==> src/rtl/srx_pkg.sv <==
package srx_pkg;

  localparam int unsigned CHAR_BITS = 8;

  typedef struct packed {
    logic                 brk;
    logic                 ferr;
    logic                 perr;
    logic [CHAR_BITS-1:0] data;
  } srx_entry_t;

  typedef enum logic [2:0] {
    ST_IDLE,
    ST_START,
    ST_DATA,
    ST_PAR,
    ST_STOP,
    ST_HOLD
  } srx_state_t;

endpackage

==> src/rtl/srx_deser.sv <==
module srx_deser
  import srx_pkg::*;
#(
  parameter int unsigned OSR = 16
) (
  input  logic       clk,
  input  logic       rst_n,
  input  logic       tick,
  input  logic       rx_raw,
  input  logic       par_en,
  input  logic       par_odd,
  output logic       done,
  output srx_entry_t ent
);

  localparam int unsigned CW  = $clog2(OSR);
  localparam int unsigned BW  = $clog2(CHAR_BITS);
  localparam logic [CW-1:0] MID  = CW'(OSR/2 - 1);
  localparam logic [CW-1:0] LAST = CW'(OSR - 1);
  localparam logic [BW-1:0] TOPB = BW'(CHAR_BITS - 1);

  logic                 sync1_q, sync2_q;
  srx_state_t           state_q, state_d;
  logic [CW-1:0]        cnt_q, cnt_d;
  logic [BW-1:0]        bit_q, bit_d;
  logic [CHAR_BITS-1:0] sh_q, sh_d;
  logic                 par_q, par_d;
  logic                 allz_q, allz_d;
  logic                 done_q, done_d;
  srx_entry_t           ent_q, ent_d;
  logic                 rx_s;
  logic                 at_last;

  assign rx_s    = sync2_q;
  assign at_last = tick && (cnt_q == LAST);

  // input synchronizer, idle level is high
  always_ff @(posedge clk or negedge rst_n) begin
    if (!rst_n) begin
      sync1_q <= 1'b1;
      sync2_q <= 1'b1;
    end else begin
      sync1_q <= rx_raw;
      sync2_q <= sync1_q;
    end
  end

  always_comb begin
    state_d = state_q;
    cnt_d   = cnt_q;
    bit_d   = bit_q;
    sh_d    = sh_q;
    par_d   = par_q;
    allz_d  = allz_q;
    done_d  = 1'b0;
    ent_d   = ent_q;
    if (tick && state_q != ST_IDLE && state_q != ST_HOLD) begin
      cnt_d = (cnt_q == LAST) ? '0 : cnt_q + 1'b1;
    end
    unique case (state_q)
      ST_IDLE: begin
        if (tick && !rx_s) begin
          state_d = ST_START;
          cnt_d   = '0;
        end
      end
      ST_START: begin
        if (tick && cnt_q == MID) begin
          cnt_d  = '0;
          bit_d  = '0;
          allz_d = 1'b1;
          state_d = rx_s ? ST_IDLE : ST_DATA;
        end
      end
      ST_DATA: begin
        if (at_last) begin
          sh_d   = {rx_s, sh_q[CHAR_BITS-1:1]};
          allz_d = allz_q & ~rx_s;
          if (bit_q == TOPB) begin
            state_d = par_en ? ST_PAR : ST_STOP;
          end else begin
            bit_d = bit_q + 1'b1;
          end
        end
      end
      ST_PAR: begin
        if (at_last) begin
          par_d   = rx_s;
          allz_d  = allz_q & ~rx_s;
          state_d = ST_STOP;
        end
      end
      ST_STOP: begin
        if (at_last) begin
          done_d = 1'b1;
          if (allz_q && !rx_s) begin
            ent_d = '{brk: 1'b1, ferr: 1'b0, perr: 1'b0, data: '0};
          end else begin
            ent_d.brk  = 1'b0;
            ent_d.ferr = ~rx_s;
            ent_d.perr = par_en & (par_q != ((^sh_q) ^ par_odd));
            ent_d.data = sh_q;
          end
          state_d = rx_s ? ST_IDLE : ST_HOLD;
        end
      end
      ST_HOLD: begin
        if (tick && rx_s) state_d = ST_IDLE;
      end
      default: state_d = ST_IDLE;
    endcase
  end

  always_ff @(posedge clk or negedge rst_n) begin
    if (!rst_n) begin
      state_q <= ST_IDLE;
      cnt_q   <= '0;
      bit_q   <= '0;
      sh_q    <= '0;
      par_q   <= 1'b0;
      allz_q  <= 1'b0;
      done_q  <= 1'b0;
      ent_q   <= '0;
    end else begin
      state_q <= state_d;
      cnt_q   <= cnt_d;
      bit_q   <= bit_d;
      sh_q    <= sh_d;
      par_q   <= par_d;
      allz_q  <= allz_d;
      done_q  <= done_d;
      ent_q   <= ent_d;
    end
  end

  assign done = done_q;
  assign ent  = ent_q;

  // a completed character is reported for exactly one cycle
  a_r2_done_pulse: assert property (@(posedge clk) disable iff (!rst_n)
    done_q |=> !done_q);

  // after a break entry the receiver waits for the line to go high
  a_r7_hold_after_break: assert property (@(posedge clk) disable iff (!rst_n)
    (done_q && ent_q.brk) |-> (state_q == ST_HOLD));

  // a start that fails mid-bit validation never yields a character
  a_r10_false_start: assert property (@(posedge clk) disable iff (!rst_n)
    (state_q == ST_START && state_d == ST_IDLE) |=> !done_q);

endmodule

==> src/rtl/srx_tagq.sv <==
module srx_tagq
  import srx_pkg::*;
#(
  parameter int unsigned DEPTH = 16
) (
  input  logic       clk,
  input  logic       rst_n,
  input  logic       queue_mode,
  input  logic       push,
  input  srx_entry_t push_ent,
  input  logic       pop_req,
  output srx_entry_t head,
  output logic       empty,
  output logic       tagged_any,
  output logic       ovr_evt
);

  localparam int unsigned AW   = (DEPTH > 1) ? $clog2(DEPTH) : 1;
  localparam int unsigned CNTW = $clog2(DEPTH + 1);
  localparam logic [CNTW-1:0] CAP_Q = CNTW'(DEPTH);
  localparam logic [CNTW-1:0] CAP_H = CNTW'(1);
  localparam logic [AW-1:0]   TOPP  = AW'(DEPTH - 1);

  srx_entry_t      mem [DEPTH];
  logic [AW-1:0]   wr_q, wr_d, rd_q, rd_d, wr_inc, rd_inc;
  logic [CNTW-1:0] cnt_q, cnt_d, tag_q, tag_d, cap;
  logic            full, push_ok, pop_ok, in_tag, head_tag;

  // pointer advance: free wrap for power-of-two depths, compare otherwise
  generate
    if ((DEPTH & (DEPTH - 1)) == 0) begin : g_pow2
      assign wr_inc = wr_q + 1'b1;
      assign rd_inc = rd_q + 1'b1;
    end else begin : g_mod
      assign wr_inc = (wr_q == TOPP) ? '0 : wr_q + 1'b1;
      assign rd_inc = (rd_q == TOPP) ? '0 : rd_q + 1'b1;
    end
  endgenerate

  assign cap      = queue_mode ? CAP_Q : CAP_H;
  assign full     = (cnt_q >= cap);
  assign pop_ok   = pop_req && (cnt_q != '0);
  assign push_ok  = push && (!full || pop_ok);
  assign ovr_evt  = push && !push_ok;
  assign head     = mem[rd_q];
  assign in_tag   = push_ent.brk | push_ent.ferr | push_ent.perr;
  assign head_tag = head.brk | head.ferr | head.perr;

  always_comb begin
    wr_d  = push_ok ? wr_inc : wr_q;
    rd_d  = pop_ok  ? rd_inc : rd_q;
    cnt_d = cnt_q;
    tag_d = tag_q;
    if (push_ok && !pop_ok) cnt_d = cnt_q + 1'b1;
    if (!push_ok && pop_ok) cnt_d = cnt_q - 1'b1;
    if ((push_ok && in_tag) && !(pop_ok && head_tag)) tag_d = tag_q + 1'b1;
    if (!(push_ok && in_tag) && (pop_ok && head_tag)) tag_d = tag_q - 1'b1;
  end

  // storage carries no reset; it is only looked at while occupied
  always_ff @(posedge clk) begin
    if (push_ok) mem[wr_q] <= push_ent;
  end

  always_ff @(posedge clk or negedge rst_n) begin
    if (!rst_n) begin
      wr_q  <= '0;
      rd_q  <= '0;
      cnt_q <= '0;
      tag_q <= '0;
    end else begin
      wr_q  <= wr_d;
      rd_q  <= rd_d;
      cnt_q <= cnt_d;
      tag_q <= tag_d;
    end
  end

  assign empty      = (cnt_q == '0);
  assign tagged_any = (tag_q != '0);

  // occupancy never exceeds the queue depth
  a_r3_no_overflow: assert property (@(posedge clk) disable iff (!rst_n)
    cnt_q <= CAP_Q);

  // a discarded character leaves the stored ones alone
  a_r4_keep_stored: assert property (@(posedge clk) disable iff (!rst_n)
    (ovr_evt && !pop_req) |=> (cnt_q == $past(cnt_q) && wr_q == $past(wr_q)));

  // tagged entries are a subset of stored entries
  a_r8_tag_bound: assert property (@(posedge clk) disable iff (!rst_n)
    tag_q <= cnt_q);

  // holding-register mode never takes a second character
  a_r9_single_slot: assert property (@(posedge clk) disable iff (!rst_n)
    (!queue_mode && cnt_q == CAP_H && push && !pop_req) |-> ovr_evt);

  // popping an empty store changes nothing
  a_r11_empty_pop: assert property (@(posedge clk) disable iff (!rst_n)
    (pop_req && cnt_q == '0 && !push) |=> (cnt_q == '0 && rd_q == $past(rd_q)));

endmodule

==> src/rtl/srx_status.sv <==
module srx_status
  import srx_pkg::*;
(
  input  logic       clk,
  input  logic       rst_n,
  input  logic       ovr_evt,
  input  logic       stat_rd,
  input  logic       empty,
  input  logic       head_perr,
  input  logic       head_ferr,
  input  logic       head_brk,
  input  logic       tagged_any,
  output logic [7:0] stat
);

  logic ovr_q, ovr_d;

  always_comb begin
    ovr_d = ovr_q;
    if (stat_rd) ovr_d = 1'b0;
    if (ovr_evt) ovr_d = 1'b1;
  end

  always_ff @(posedge clk or negedge rst_n) begin
    if (!rst_n) ovr_q <= 1'b0;
    else        ovr_q <= ovr_d;
  end

  always_comb begin
    stat    = '0;
    stat[0] = ~empty;
    stat[1] = ovr_q;
    stat[2] = ~empty & head_perr;
    stat[3] = ~empty & head_ferr;
    stat[4] = ~empty & head_brk;
    stat[7] = tagged_any;
  end

  // a discard wins over a simultaneous status read
  a_r4_set_wins: assert property (@(posedge clk) disable iff (!rst_n)
    ovr_evt |=> ovr_q);

  // a status read without a new discard clears the flag
  a_r4_read_clears: assert property (@(posedge clk) disable iff (!rst_n)
    (stat_rd && !ovr_evt) |=> !ovr_q);

  // the flag rises only after a discard
  a_r4_rise_cause: assert property (@(posedge clk) disable iff (!rst_n)
    $rose(ovr_q) |-> $past(ovr_evt));

endmodule

==> src/rtl/serial_rx_tagq.sv <==
module serial_rx_tagq
  import srx_pkg::*;
#(
  parameter int unsigned DEPTH = 16,
  parameter int unsigned OSR   = 16
) (
  input  logic       clk,
  input  logic       rst_n,
  input  logic       sample_en,
  input  logic       rx_line,
  input  logic       queue_mode,
  input  logic       par_en,
  input  logic       par_odd,
  input  logic       data_rd,
  input  logic       stat_rd,
  output logic [7:0] rd_data,
  output logic [7:0] line_stat
);

  logic       rs1_q, rs2_q, rst_n_i;
  logic       done, empty, tagged_any, ovr_evt;
  srx_entry_t ent, head;

  // reset asserts at once and releases on a clock edge
  always_ff @(posedge clk or negedge rst_n) begin
    if (!rst_n) begin
      rs1_q <= 1'b0;
      rs2_q <= 1'b0;
    end else begin
      rs1_q <= 1'b1;
      rs2_q <= rs1_q;
    end
  end
  assign rst_n_i = rs2_q;

  srx_deser #(.OSR(OSR)) u_deser (
    .clk     (clk),
    .rst_n   (rst_n_i),
    .tick    (sample_en),
    .rx_raw  (rx_line),
    .par_en  (par_en),
    .par_odd (par_odd),
    .done    (done),
    .ent     (ent)
  );

  srx_tagq #(.DEPTH(DEPTH)) u_q (
    .clk        (clk),
    .rst_n      (rst_n_i),
    .queue_mode (queue_mode),
    .push       (done),
    .push_ent   (ent),
    .pop_req    (data_rd),
    .head       (head),
    .empty      (empty),
    .tagged_any (tagged_any),
    .ovr_evt    (ovr_evt)
  );

  srx_status u_stat (
    .clk        (clk),
    .rst_n      (rst_n_i),
    .ovr_evt    (ovr_evt),
    .stat_rd    (stat_rd),
    .empty      (empty),
    .head_perr  (head.perr),
    .head_ferr  (head.ferr),
    .head_brk   (head.brk),
    .tagged_any (tagged_any),
    .stat       (line_stat)
  );

  assign rd_data = empty ? '0 : head.data;

  // nothing is reported ready while the store is empty
  a_r1_empty_quiet: assert property (@(posedge clk) disable iff (!rst_n_i)
    empty |-> (rd_data == '0 && line_stat[4:2] == '0));

endmodule

==> config.mk <==
export PLATFORM = sky130hd
export DESIGN_NAME = serial_rx_tagq
export DESIGN_NICKNAME = d
export VERILOG_FILES = /design/src/rtl/srx_pkg.sv /design/src/rtl/srx_deser.sv /design/src/rtl/srx_tagq.sv /design/src/rtl/srx_status.sv /design/src/rtl/serial_rx_tagq.sv
export SDC_FILE = /design/constraint.sdc
export NUM_CORES = 1
export LEC_CHECK = 0
export ABC_AREA = 0
export BUFFER_PORTS_ARGS = -buffer_cell sky130_fd_sc_hd__buf_2
export CELL_PAD_IN_SITES_DETAIL_PLACEMENT = 1
export CELL_PAD_IN_SITES_GLOBAL_PLACEMENT = 1
export CORE_AREA = 2 2 108 189
export DETAILED_ROUTE_END_ITERATION = 12
export DIE_AREA = 0 0 110 191
export GPL_TIMING_DRIVEN = 0
export PLACE_DENSITY = 0.75
export SETUP_SLACK_MARGIN = 0.1
export SYNTH_ARGS = -nofsm -noshare
export SYNTH_HDL_FRONTEND = slang
export SYNTH_SLANG_ARGS = --single-unit
==> constraint.sdc <==
create_clock -name clk -period 4.6 [get_ports clk]
set_input_delay 0.92 -clock clk [delete_from_list [all_inputs] [get_ports clk]]
set_output_delay 0.92 -clock clk [all_outputs]
set_load 0.01 [all_outputs]
==> reports/qor.txt, run 1 <==
ys flop type = edfxtp_1
DRT antenna net count = 0
clk sinks = 231
CTS tree = yes
WL final = 20500 um
first-pass GRT wire length = 31900 um
initial antenna violation count = 0
Iter 0 DRT Violations = 279
Port Buffers = 22
Worst R2R Start = u_q.rd_q[1]$_DFFE_PN0P_
Arr. time, crit path = 2.89 ns
Mapped Area = 9760 um2
vias per cell = 5.81
Setup violations, final = 0
GRT Total Usage = 20.8%
Die H = 191 um
Worst Setup Path Type = reg2out
RSZ-0062 raised after global routing = no
number of synthesized flops with an enable pin = 176
multi-input logic area = 2850 um2
Synth Warn # = 0
crit-path max FO = 10
Power Density = 534 nW/um2
DR top layer = met4
count of state elements after synthesis = 231
Area growth syn-to-layout = 11.9%
CTS Buf Count = 21
Buffers & Inverters on Critical Path = 2
overall power = 5.84 mW
met2 routed WL = 11800 um
via count = 5028
non-filler instance count after layout = 865
top post-synthesis cells by count = edfxtp_1, dfrtp_1, mux4_2, nand2_1, nor2_1
Residual DRC = 0
DR pass1 iterations = 6
RD Place Congestion = 0.728
Setup crit end kind = output port
post-DP HPWL = 14000 um
status = complete, no violations
worst setup path endpoint = rd_data[2]
fill cell count = 1775
Final period util = 82.8%
Yosys top cell by area = edfxtp_1
Critical Path RT = 3.68 ns
Hold Buf Count CTS = 0
slowest stage cell, crit path = nor3_1
Sum Neg Setup Slack = 0 ns
Crit path depth = 5
# diodes = 0
Period minus WS final = 3.81 ns
Rel. slew slack = 11.3%
Pleak = 3.93 nW
CTS Buffer Depth = 3
GRT Residual Overflow = 0
Final Hold Viols = 0
PostCTS Resize Cnt = 0
post-synthesis sequential area ratio = 68.2%
met3 wire length = 748 um
slowest stage delay, CP = 0.63 ns
Tightest Pin Transition = 1.33 ns
Die ar. = 21000 um2
worst-skew pair later-pin latency = 0.50 ns
distinct cell type count after synthesis = 54
number of global-route vias before repair = 5623
placed cell count = 826
flop2flop setup slack = 0.81 ns
fmax = 263 MHz
# H-tree levels = 1
top cells by area, synth = edfxtp_1, dfrtp_1, mux4_2, mux4_1, ha_1
Hold Path Class = in2async
wl on met1 = 7310 um
CP cell instances = or3_4, nor3_1, clkbuf_1, nor2b_1, buf_2
post-CTS setup buffer count = 0
clock-pin slew on the worst setup and hold paths = 0.07 ns
CTS root buffer = clkbuf_16
Die Wd = 110 um
maximum vdd drop = 407 uV
I/O Pins = 25
num rows = 68
final count of pins violating max slew = 0
Max Cap Violations = 0
share of cells above drive strength 1 = 21.0%
cell count after synthesis = 553
top-count cell post-synth = edfxtp_1
clk_skew = 0.0207 ns
CP Launch Type = register
reg2reg path depth = 14
Initial Utilization = 50.1%
asr flop ratio synth = 23.8%
worst setup path startpoint = u_q.cnt_q[1]$_DFFE_PN0P_
FF-to-FF End = u_q.tag_q[4]$_DFFE_PN0P_
Synth top area share = 54.1%
nets = 635
CP delay by family, top = simple AND/OR/NAND/NOR gates
DR WL/cell = 23.7 um
largest net degree at the start of global routing = 39
core area = 19500 um2
Reg area = 6670 um2
Mapped Avg Cell Area = 17.7 um2
per-layer routing:
layer	global-route usage [%]	up-vias
met5	0	-
met4	8.13	0
met3	2.49	41
met2	39.5	119
met1	22.7	2626
li1	-	2242
cells by family after synthesis:
kind of cell             count (synthesis)  share of synthesized area, %
adder cells (fa/ha/maj)                 20                          2.72
AND/OR/NAND/NOR                        107                          5.45
XOR/XNOR                                25                          2.24
multiplexers                            67                          14.7
AO/OA/AOI/OAI                           52                          3.72
flip-flops                             231                          68.2
buffers and inverters                   49                          2.87
other                                    2                        0.0769
placed cells by master, fill, tap and decap left out, types with 2 or more instances in the layout:
cell	netlist	routed
edfxtp_1	176	176
dfrtp_1	53	52
mux4_2	30	30
nand2_1	27	27
buf_2	4	26
nor2_1	26	25
mux4_1	23	23
inv_1	21	21
clkbuf_16	0	21
o21ai_0	19	19
ha_1	18	18
xnor2_1	16	16
nor2b_1	13	13
clkbuf_1	9	12
mux2_2	11	11
nand3_1	10	10
xor2_1	9	9
a21oi_1	8	8
nor3_1	12	8
a22o_1	8	8
buf_6	4	7
buf_4	5	7
clkinv_1	0	6
and3_1	5	5
nand2b_1	4	4
nor3_2	0	4
mux2i_1	3	3
conb_1	2	3
buf_12	1	2
buf_8	2	2
nor2b_4	2	2
a22oi_1	2	2
buf_1	2	2
a31oi_1	2	2
a21o_1	2	2
fa_1	2	2
clkinv_2	0	2
clkinvlp_4	0	2
dfstp_2	2	2
worst min path at each step:
stage / from / end / slack, ns / cells after the start
after global routing: rst_n / rs1_q$_DFF_PN0_ / 0.19 / 1
final: rst_n / rs1_q$_DFF_PN0_ / 0.19 / 1
after detailed placement: rs2_q$_DFF_PN0_ / u_q.cnt_q[2]$_DFFE_PN0P_ / 0.22 / 0
after floorplan: rs1_q$_DFF_PN0_ / rs2_q$_DFF_PN0_ / 0.33 / 0
after CTS: rst_n / rs1_q$_DFF_PN0_ / 0.19 / 1
after global placement: rs1_q$_DFF_PN0_ / rs2_q$_DFF_PN0_ / 0.34 / 0
power by group:
group / switching, mW / leakage (nW) / internal, mW
Combinational: 0.849 / 1.35 / 0.867
Sequential: 0.141 / 2.28 / 2.35
Clock: 0.733 / 0.303 / 0.898
Total: 1.72 / 3.93 / 4.12
stage by stage:
step	utilization [%]	worst slack (ns)	hold slack (ns)	cell area (um2)
floorplan	-	1.31	0.331	9770
global placement	52.3	0.291	0.338	10200
detailed placement	52.7	0.823	0.221	10300
CTS	55.9	0.680	0.187	10900
global route	56.1	0.453	0.185	10900
finish	56.1	0.791	0.192	10900
flip-flops by register name, indices dropped and copies added (netlist names), 3 cells and up:
register / flops
u_q.rd_q: 4
u_q.mem: 176
u_deser.bit_q: 3
u_q.wr_q: 4
u_q.tag_q: 5
u_deser.state_q: 3
u_deser.ent: 11
u_q.cnt_q: 5
u_deser.sh_q: 8
u_deser.cnt_q: 4
final cells by class:
type / instances / share of cell area, %
Sequential cell: 231 / 61.0
Multi-Input combinational cell: 274 / 26.1
Clock buffer: 24 / 4.91
Tap cell: 245 / 2.81
Buffer: 28 / 1.84
Timing Repair Buffer: 29 / 1.76
Clock inverter: 13 / 0.871
Inverter: 21 / 0.722
(Power assumes the default switching activity.)
==> inputs of run 2 (changes only) <==
==> constraint.sdc (replaced) <==
create_clock -name clk -period 4 [get_ports clk]
set_input_delay 0.8 -clock clk [delete_from_list [all_inputs] [get_ports clk]]
set_output_delay 0.8 -clock clk [all_outputs]
set_load 0.01 [all_outputs]
==> run 2 against run 1 <==
  * Sequential power rose by 15%
  * Via count fell by 0.64%
  * Register-to-register slack got worse by 0.46 ns
  * Non-clock buffer count did not move
  * Utilization rose by 0.077 points
  * First-iteration DRC count fell by 13%
  * Worst hold slack got worse by 0.12 ns
  * Clock power rose by 15%
  * Combinational power rose by 15%
  * Clock skew fell by 0.00093 ns
  * Sequential share of layout area fell by 0.084 points
==> reports/qor.txt, run 2 (same netlist as run 1, synthesis figures left out) <==
status = complete, no violations
post-CTS setup buffer count = 0 (unchanged)
met2 Use GR = 39.5% (unchanged)
Port Buffers = 22 (unchanged)
initial antenna violation count = 0 (unchanged)
Worst Setup Slack, final = 0.354 ns (-0.437 ns)
WL final = 20500 um (+0.34%)
DRT antenna net count = 0 (unchanged)
DP Worst Slack = 0.223 ns (-0.600 ns)
crit-path max FO = 10 (unchanged)
vias per cell = 5.78 (-0.64%)
busiest grt layer = met2
Pleak = 3.94 nW (+0.17%)
fill cell count = 1773 (-0.11%)
Rel. slew slack = 8.50% (-2.8 points)
clk sinks = 231 (unchanged)
clock-pin slew on the worst setup and hold paths = 0.07 ns (about the same)
Setup violations, final = 0 (unchanged)
post-DP HPWL = 14000 um (unchanged)
sequential power share = 42.6% (about the same)
CP Launch Type = register
first-pass GRT wire length = 31900 um (unchanged)
CTS root buffer = clkbuf_16
final count of pins violating max slew = 0 (unchanged)
Die Wd = 110 um (unchanged)
# H-tree levels = 1 (unchanged)
Arr. time, crit path = 4.07 ns (+1.18 ns)
Period minus WS final = 3.65 ns
GRT Residual Overflow = 0 (unchanged)
met3 GRT Util = 2.49% (unchanged)
CP cell instances = buf_6, mux4_1, mux4_2, nor3_2, nor2_1, ha_1, ha_1, nor2b_1, o21ai_0, a21oi_1, nor3_1, xor2_1
non-filler instance count after layout = 865 (unchanged)
Hold Path Class = in2async
core area = 19500 um2 (unchanged)
multi-input logic area = 2860 um2 (+0.35%)
placed cell count = 826 (unchanged)
Die H = 191 um (unchanged)
worst-skew pair later-pin latency = 0.50 ns (about the same)
worst setup path startpoint = u_q.rd_q[0]$_DFFE_PN0P_
Final period util = 91.2%
Gate power share = 29.5% (about the same)
Worst R2R Start = u_q.rd_q[0]$_DFFE_PN0P_
Tightest Pin Transition = 1.37 ns (+0.0423 ns)
RD Place Congestion = 0.728 (unchanged)
Reg area = 6670 um2 (unchanged)
nets = 635 (unchanged)
worst hold margin = 0.0718 ns (-0.121 ns)
CTS Buffer Depth = 3 (unchanged)
Hold Buf Count CTS = 0 (unchanged)
met1 usage = 22.7% (unchanged)
DR WL/cell = 23.7 um (+0.34%)
Setup crit end kind = register
via count = 4996 (-0.64%)
most common cell after layout, fill and taps aside = edfxtp_1
slowest stage delay, CP = 0.63 ns (about the same)
Power Density = 615 nW/um2 (+15%)
CTS tree = yes
num rows = 68 (unchanged)
largest net degree at the start of global routing = 39 (unchanged)
Int Power = 4.74 mW (+15%)
PostCTS Resize Cnt = 0 (unchanged)
Switching Fraction = 29.6% (+0.057 points)
I/O Pins = 25 (unchanged)
Residual DRC = 0 (unchanged)
share of cells above drive strength 1 = 21.5% (+0.48 points)
Worst Setup Path Type = reg2reg
Initial Utilization = 50.1% (unchanged)
Clk network pwr share = 27.9% (about the same)
Critical Path RT = 4.42 ns (+0.74 ns)
Final Hold Viols = 0 (unchanged)
most frequent cell on the critical path = ha_1
clk_skew = 0.0197 ns (-0.000927 ns)
most flop-heavy register = u_q.mem
Die ar. = 21000 um2 (unchanged)
# diodes = 0 (unchanged)
number of global-route vias before repair = 5623 (unchanged)
CTS Buf Count = 21 (unchanged)
GRT Total Usage = 20.8% (unchanged)
max FFs per register = 176 (unchanged)
maximum vdd drop = 468 uV (+15%)
DR pass1 iterations = 4 (-2)
Area growth syn-to-layout = 12.0%
RSZ-0062 raised after global routing = yes
switching power = 1.99 mW (+15%)
slowest stage cell, crit path = mux4_1
overall power = 6.73 mW (+15%)
Buffers & Inverters on Critical Path = 1 (-1)
Max Cap Violations = 0 (unchanged)
fmax = 274 MHz
Iter 0 DRT Violations = 242 (-13%)
commonest non-fill, non-tap cells in the layout = edfxtp_1, dfrtp_1, mux4_2
CP delay by family, top = multiplexers
[run 2: changes by cell type in the layout (fill, tap and decap cells not counted)]
| cell | delta |
|---|---|
| clkbuf_1 | -1 |
| clkbuf_2 | +1 |
| buf_4 | -1 |
| nor3_2 | +2 |
| buf_6 | +1 |
| nor3_1 | -2 |
[run 2: through the flow]
stage	utilization (%)	setup TNS [ns]	instance area, um2
final	56.1	0	10900
after global routing	56.1	0	10900
after CTS	55.9	0	10900
after detailed placement	52.7	0	10300
after global placement	52.3	-6.76	10200
after floorplan	-	0	9770
[run 2: area by class of cell]
class	count	share of cell area, %
repair buffers	29	1.76
clock buffers	24	4.91
clock inverters	13	0.869
multi-input cells	274	26.1
well taps	245	2.80
plain buffers	28	1.89
flip-flops and latches	231	60.9
inverters	21	0.721
[run 2: metal layers]
metal  vias to the layer above  part of all wire [%]
met5                         -                     0
met2                       103                    58
met1                      2608                    36
li1                       2245                     -
met4                         0                   2.6
met3                        40                   3.6
[run 2: path summary, 6_finish.rpt]
kind	to	slack, ns	cells after the start
setup / recovery	u_q.tag_q[4]$_DFFE_PN0P_	0.35	12
hold / removal	rs1_q$_DFF_PN0_	0.07	1
setup reg to reg	u_q.tag_q[4]$_DFFE_PN0P_	0.35	12
hold reg to reg	u_q.wr_q[1]$_DFFE_PN0P_	0.21	0
max in group asynchronous	u_deser.rx_s$_DFF_PN1_	3.17	1
min in group clk	rs2_q$_DFF_PN0_	0.35	0
[run 2: power by group through the flow]
stage / clock (mW) / combinational, mW / sequential (mW)
after floorplan: 0 / 1.50 / 2.87
final: 1.88 / 1.98 / 2.87
after global routing: 1.99 / 2.17 / 2.88
after CTS: 1.91 / 2.01 / 2.86
after detailed placement: 0 / 2.00 / 2.92
after global placement: 0 / 1.89 / 2.90
==> inputs of run 3 (changes only) <==
--- a/config.mk
+++ b/config.mk
@@ -9,12 +9,13 @@
 export BUFFER_PORTS_ARGS = -buffer_cell sky130_fd_sc_hd__buf_2
 export CELL_PAD_IN_SITES_DETAIL_PLACEMENT = 1
 export CELL_PAD_IN_SITES_GLOBAL_PLACEMENT = 1
-export CORE_AREA = 2 2 108 189
+export CORE_AREA = 2 2 110 192
 export DETAILED_ROUTE_END_ITERATION = 12
-export DIE_AREA = 0 0 110 191
+export DIE_AREA = 0 0 112 194
 export GPL_TIMING_DRIVEN = 0
-export PLACE_DENSITY = 0.75
+export PLACE_DENSITY = 0.76
 export SETUP_SLACK_MARGIN = 0.1
 export SYNTH_ARGS = -nofsm -noshare
 export SYNTH_HDL_FRONTEND = slang
+export SYNTH_HIERARCHICAL = 1
 export SYNTH_SLANG_ARGS = --single-unit
==> constraint.sdc (replaced) <==
create_clock -name clk -period 3.2 [get_ports clk]
set_input_delay 0.64 -clock clk [delete_from_list [all_inputs] [get_ports clk]]
set_output_delay 0.64 -clock clk [all_outputs]
set_load 0.01 [all_outputs]
==> run 3 against run 2 <==
  * The run now ends with setup timing left
  * Clock skew decreased by 0.011 ns
  * Synthesized cell count is the same
  * Routed wire length is 7.4% higher
  * Via count grew 2.7%
  * Clock power is 37% higher
  * Setup slack got worse by 0.42 ns
  * Power increased by 29%
  * Global-route usage increased by 0.12 points
  * Critical path type is now reg2out
==> reports/qor.txt, run 3 <==
via count = 5132 (+2.7%)
# diodes = 0 (unchanged)
number of global-route vias before repair = 5719 (+1.7%)
multi-input logic area = 3000 um2 (+4.9%)
Final period util = 102%
top-count cell post-synth = edfxtp_1
Critical Path RT = 2.56 ns (-1.86 ns)
Period minus WS final = 3.27 ns
Rel. slew slack = 22.7% (+14 points)
vias per cell = 5.78 (about the same)
Hold Path Class = reg2async
status = complete, but fails checks
failing checks = setup timing
RD Place Congestion = 0.789 (+8.3%)
Setup crit end kind = output port
Yosys top cell by area = edfxtp_1
number of synthesized flops with an enable pin = 176 (unchanged)
max FFs per register = 176 (unchanged)
crit-path max FO = 5 (-5)
DR WL/cell = 24.8 um (+4.6%)
Die ar. = 21700 um2 (+3.4%)
CTS tree = yes
area of placed instances = 10300 um2 (-0.13%)
most flop-heavy register = u_q/mem
fill cell count = 1855 (+4.6%)
placed cell count = 830 (+0.48%)
Worst Setup Slack, final = -0.0694 ns (-0.423 ns)
CP Launch Type = register
Reg area = 6670 um2 (about the same)
Post-Synth XOR/XNOR Area = 2.25% (+0.0087 points)
ys flop type = edfxtp_1
core area = 20200 um2 (+3.7%)
fmax = 306 MHz
largest net degree at the start of global routing = 38 (-2.6%)
clk sinks = 231 (unchanged)
Synth top area share = 54.3% (+0.21 points)
simple-gate area share of the yosys netlist = 5.72% (+0.28 points)
non-filler instance count after layout = 888 (+2.7%)
asr flop ratio synth = 23.8% (unchanged)
worst-skew pair later-pin latency = 0.49 ns (about the same)
mux share of post-synthesis cell area = 14.0% (-0.72 points)
Arr. time, crit path = 2.63 ns (-1.44 ns)
Pleak = 4.06 nW (+3.1%)
reg2reg path depth = 12 (unchanged)
CTS Buf Count = 21 (unchanged)
post-DP HPWL = 14400 um (+2.5%)
commonest non-fill, non-tap cells in the layout = edfxtp_1, mux4_2, dfrtp_1
DP Worst Slack = -0.819 ns (-1.04 ns)
Worst R2R Start = u_q/rd_q[0]$_DFFE_PN0P_
Final Hold Viols = 0 (unchanged)
largest family of logic cells by synthesized area = multiplexers
slowest stage delay, CP = 0.52 ns (-0.11 ns)
Mapped Area = 9730 um2 (-0.38%)
Max Cap Violations = 0 (unchanged)
Mapped Avg Cell Area = 17.6 um2 (-0.38%)
Residual DRC = 0 (unchanged)
worst hold margin = 0.190 ns (+0.118 ns)
Power Density = 759 nW/um2 (+23%)
Setup violations, final = 9 (+9)
Die Wd = 112 um (+1.8%)
I/O Pins = 25 (unchanged)
overall power = 8.68 mW (+29%)
post-synthesis sequential area ratio = 68.5% (+0.26 points)
Area growth syn-to-layout = 17.6%
clk_skew = 0.00911 ns (-0.0106 ns)
CP cell instances = clkbuf_16, buf_12, buf_16, mux4_2, mux4_2, nor2b_4, buf_6
GRT Total Usage = 20.9% (+0.12 points)
share of cells above drive strength 1 = 33.9% (+12 points)
cell count after synthesis = 553 (unchanged)
clock-pin slew on the worst setup and hold paths = 0.07 ns (about the same)
Final Instance Area = 11400 um2 (+4.6%)
WL final = 22000 um (+7.4%)
count of state elements after synthesis = 231 (unchanged)
slowest stage cell, crit path = mux4_2
maximum vdd drop = 440 uV (-6.0%)
flop2flop setup slack = -0.06 ns (-0.41 ns)
post-layout util = 56.6% (+0.47 points)
Worst Setup Path Type = reg2out
Port Buffers = 22 (unchanged)
# H-tree levels = 1 (unchanged)
Die H = 194 um (+1.6%)
CTS Buffer Depth = 3 (unchanged)
Initial Utilization = 48.1% (-2.0 points)
initial antenna violation count = 0 (unchanged)
Sum Neg Setup Slack = -0.377 ns (-0.377 ns)
num rows = 69 (+1.5%)
final count of pins violating max slew = 0 (unchanged)
DRT antenna net count = 0 (unchanged)
most frequent cell on the critical path = mux4_2
Synth Warn # = 6 (+6)
CTS root buffer = clkbuf_16
GRT Residual Overflow = 0 (unchanged)
top post-synthesis cells by count = edfxtp_1, dfrtp_1, mux4_2, nor2_1
nets = 655 (+3.1%)
Tightest Pin Transition = 1.16 ns (-0.212 ns)
most common cell after layout, fill and taps aside = edfxtp_1
post-synthesis adder-cell area fraction = 2.73% (+0.010 points)
area fraction in compound gates after synthesis = 4.19% (+0.48 points)
FF-to-FF End = u_q/tag_q[4]$_DFFE_PN0P_
first-pass GRT wire length = 34100 um (+6.8%)
Iter 0 DRT Violations = 235 (-2.9%)
DR pass1 iterations = 4 (unchanged)
top cells by area, synth = edfxtp_1, dfrtp_1, mux4_2, ha_1, xnor2_1
RSZ-0062 raised after global routing = yes
distinct cell type count after synthesis = 59 (+9.3%)
[run 3: changes by cell type after synthesis, moves of 3 or more]
cell / previous run / this run
clkbuf_1: 9 / 3
nor3_1: 12 / 9
buf_1: 2 / 6
mux4_2: 30 / 51
a22o_1: 8 / 11
nand2_1: 27 / 21
a21oi_1: 8 / 13
o21ai_0: 19 / 10
buf_4: 5 / 8
mux4_1: 23 / 2
[run 3: final cells by class]
cell class,count,share of cell area (%)
Buffer,27,2.08
Clock buffer,25,4.99
Clock inverter,12,1.21
Inverter,21,0.689
Multi-Input combinational cell,275,26.2
Sequential cell,231,58.3
Tap cell,248,2.71
Timing Repair Buffer,49,3.82
[run 3: routing by layer]
| metal | track usage [%] | vias to the layer above | wire length [um] | share of wire [%] |
|---|---|---|---|---|
| met5 | 0 | - | 0 | 0 |
| met3 | 2.84 | 47 | 861 | 3.9 |
| met1 | 23.1 | 2679 | 7580 | 34 |
| met2 | 40.1 | 141 | 12800 | 58 |
| met4 | 7.77 | 0 | 783 | 3.6 |
| li1 | - | 2265 | - | - |
[run 3: cell families (layout without fill, tap and decap cells)]
family | Yosys count | in the layout
AND/OR/NAND/NOR | 105 | 105
buffers and inverters | 48 | 134
multiplexers | 67 | 67
flip-flops | 231 | 231
XOR/XNOR | 25 | 25
other | 2 | 3
AO/OA/AOI/OAI | 55 | 55
adder cells (fa/ha/maj) | 20 | 20
[run 3: critical path, delay by kind of cell (launching register included)]
family,cells,cell delay [ns]
muxes,2,1.02
buffers and inverters,4,0.53
and+or+nand+nor,1,0.14
DFF,1,0.43
[run 3: timing repair]
| item | 4_1_cts | 5_1_grt |
|---|---|---|
| hold endpoints to repair | 2 | 0 |
| hold buffers | 1 | 0 |
| buffers inserted | 14 | 4 |
| gates cloned | 2 | 0 |
| pin swaps | 18 | 9 |
| gates resized for setup | 57 | 17 |
| endpoints found under the setup margin | 86 | 66 |
[run 3: how the worst max path moves through the flow]
stage / from / to / slack [ns] / cells past startpoint
finish: u_q/rd_q[0]$_DFFE_PN0P_ / rd_data[3] / -0.07 / 7
global route: u_q/rd_q[0]$_DFFE_PN0P_ / rd_data[3] / -0.14 / 7
CTS: u_q/rd_q[0]$_DFFE_PN0P_ / u_q/tag_q[4]$_DFFE_PN0P_ / -0.11 / 13
detailed placement: u_q/rd_q[1]$_DFFE_PN0P_ / u_q/tag_q[4]$_DFFE_PN0P_ / -0.82 / 15
global placement: queue_mode / u_q/mem[0][7]$_DFFE_PP_ / -0.89 / 7
floorplan: u_q/rd_q[0]$_DFFE_PN0P_ / u_q/tag_q[4]$_DFFE_PN0P_ / 0.18 / 12
[run 3: where the power goes]
part	internal, mW	total (mW)	leakage [nW]	switching, mW
Clock	1.51	2.57	0.353	1.05
Sequential	3.34	3.51	2.23	0.175
Combinational	1.33	2.60	1.48	1.27
Total	6.18	8.68	4.06	2.50
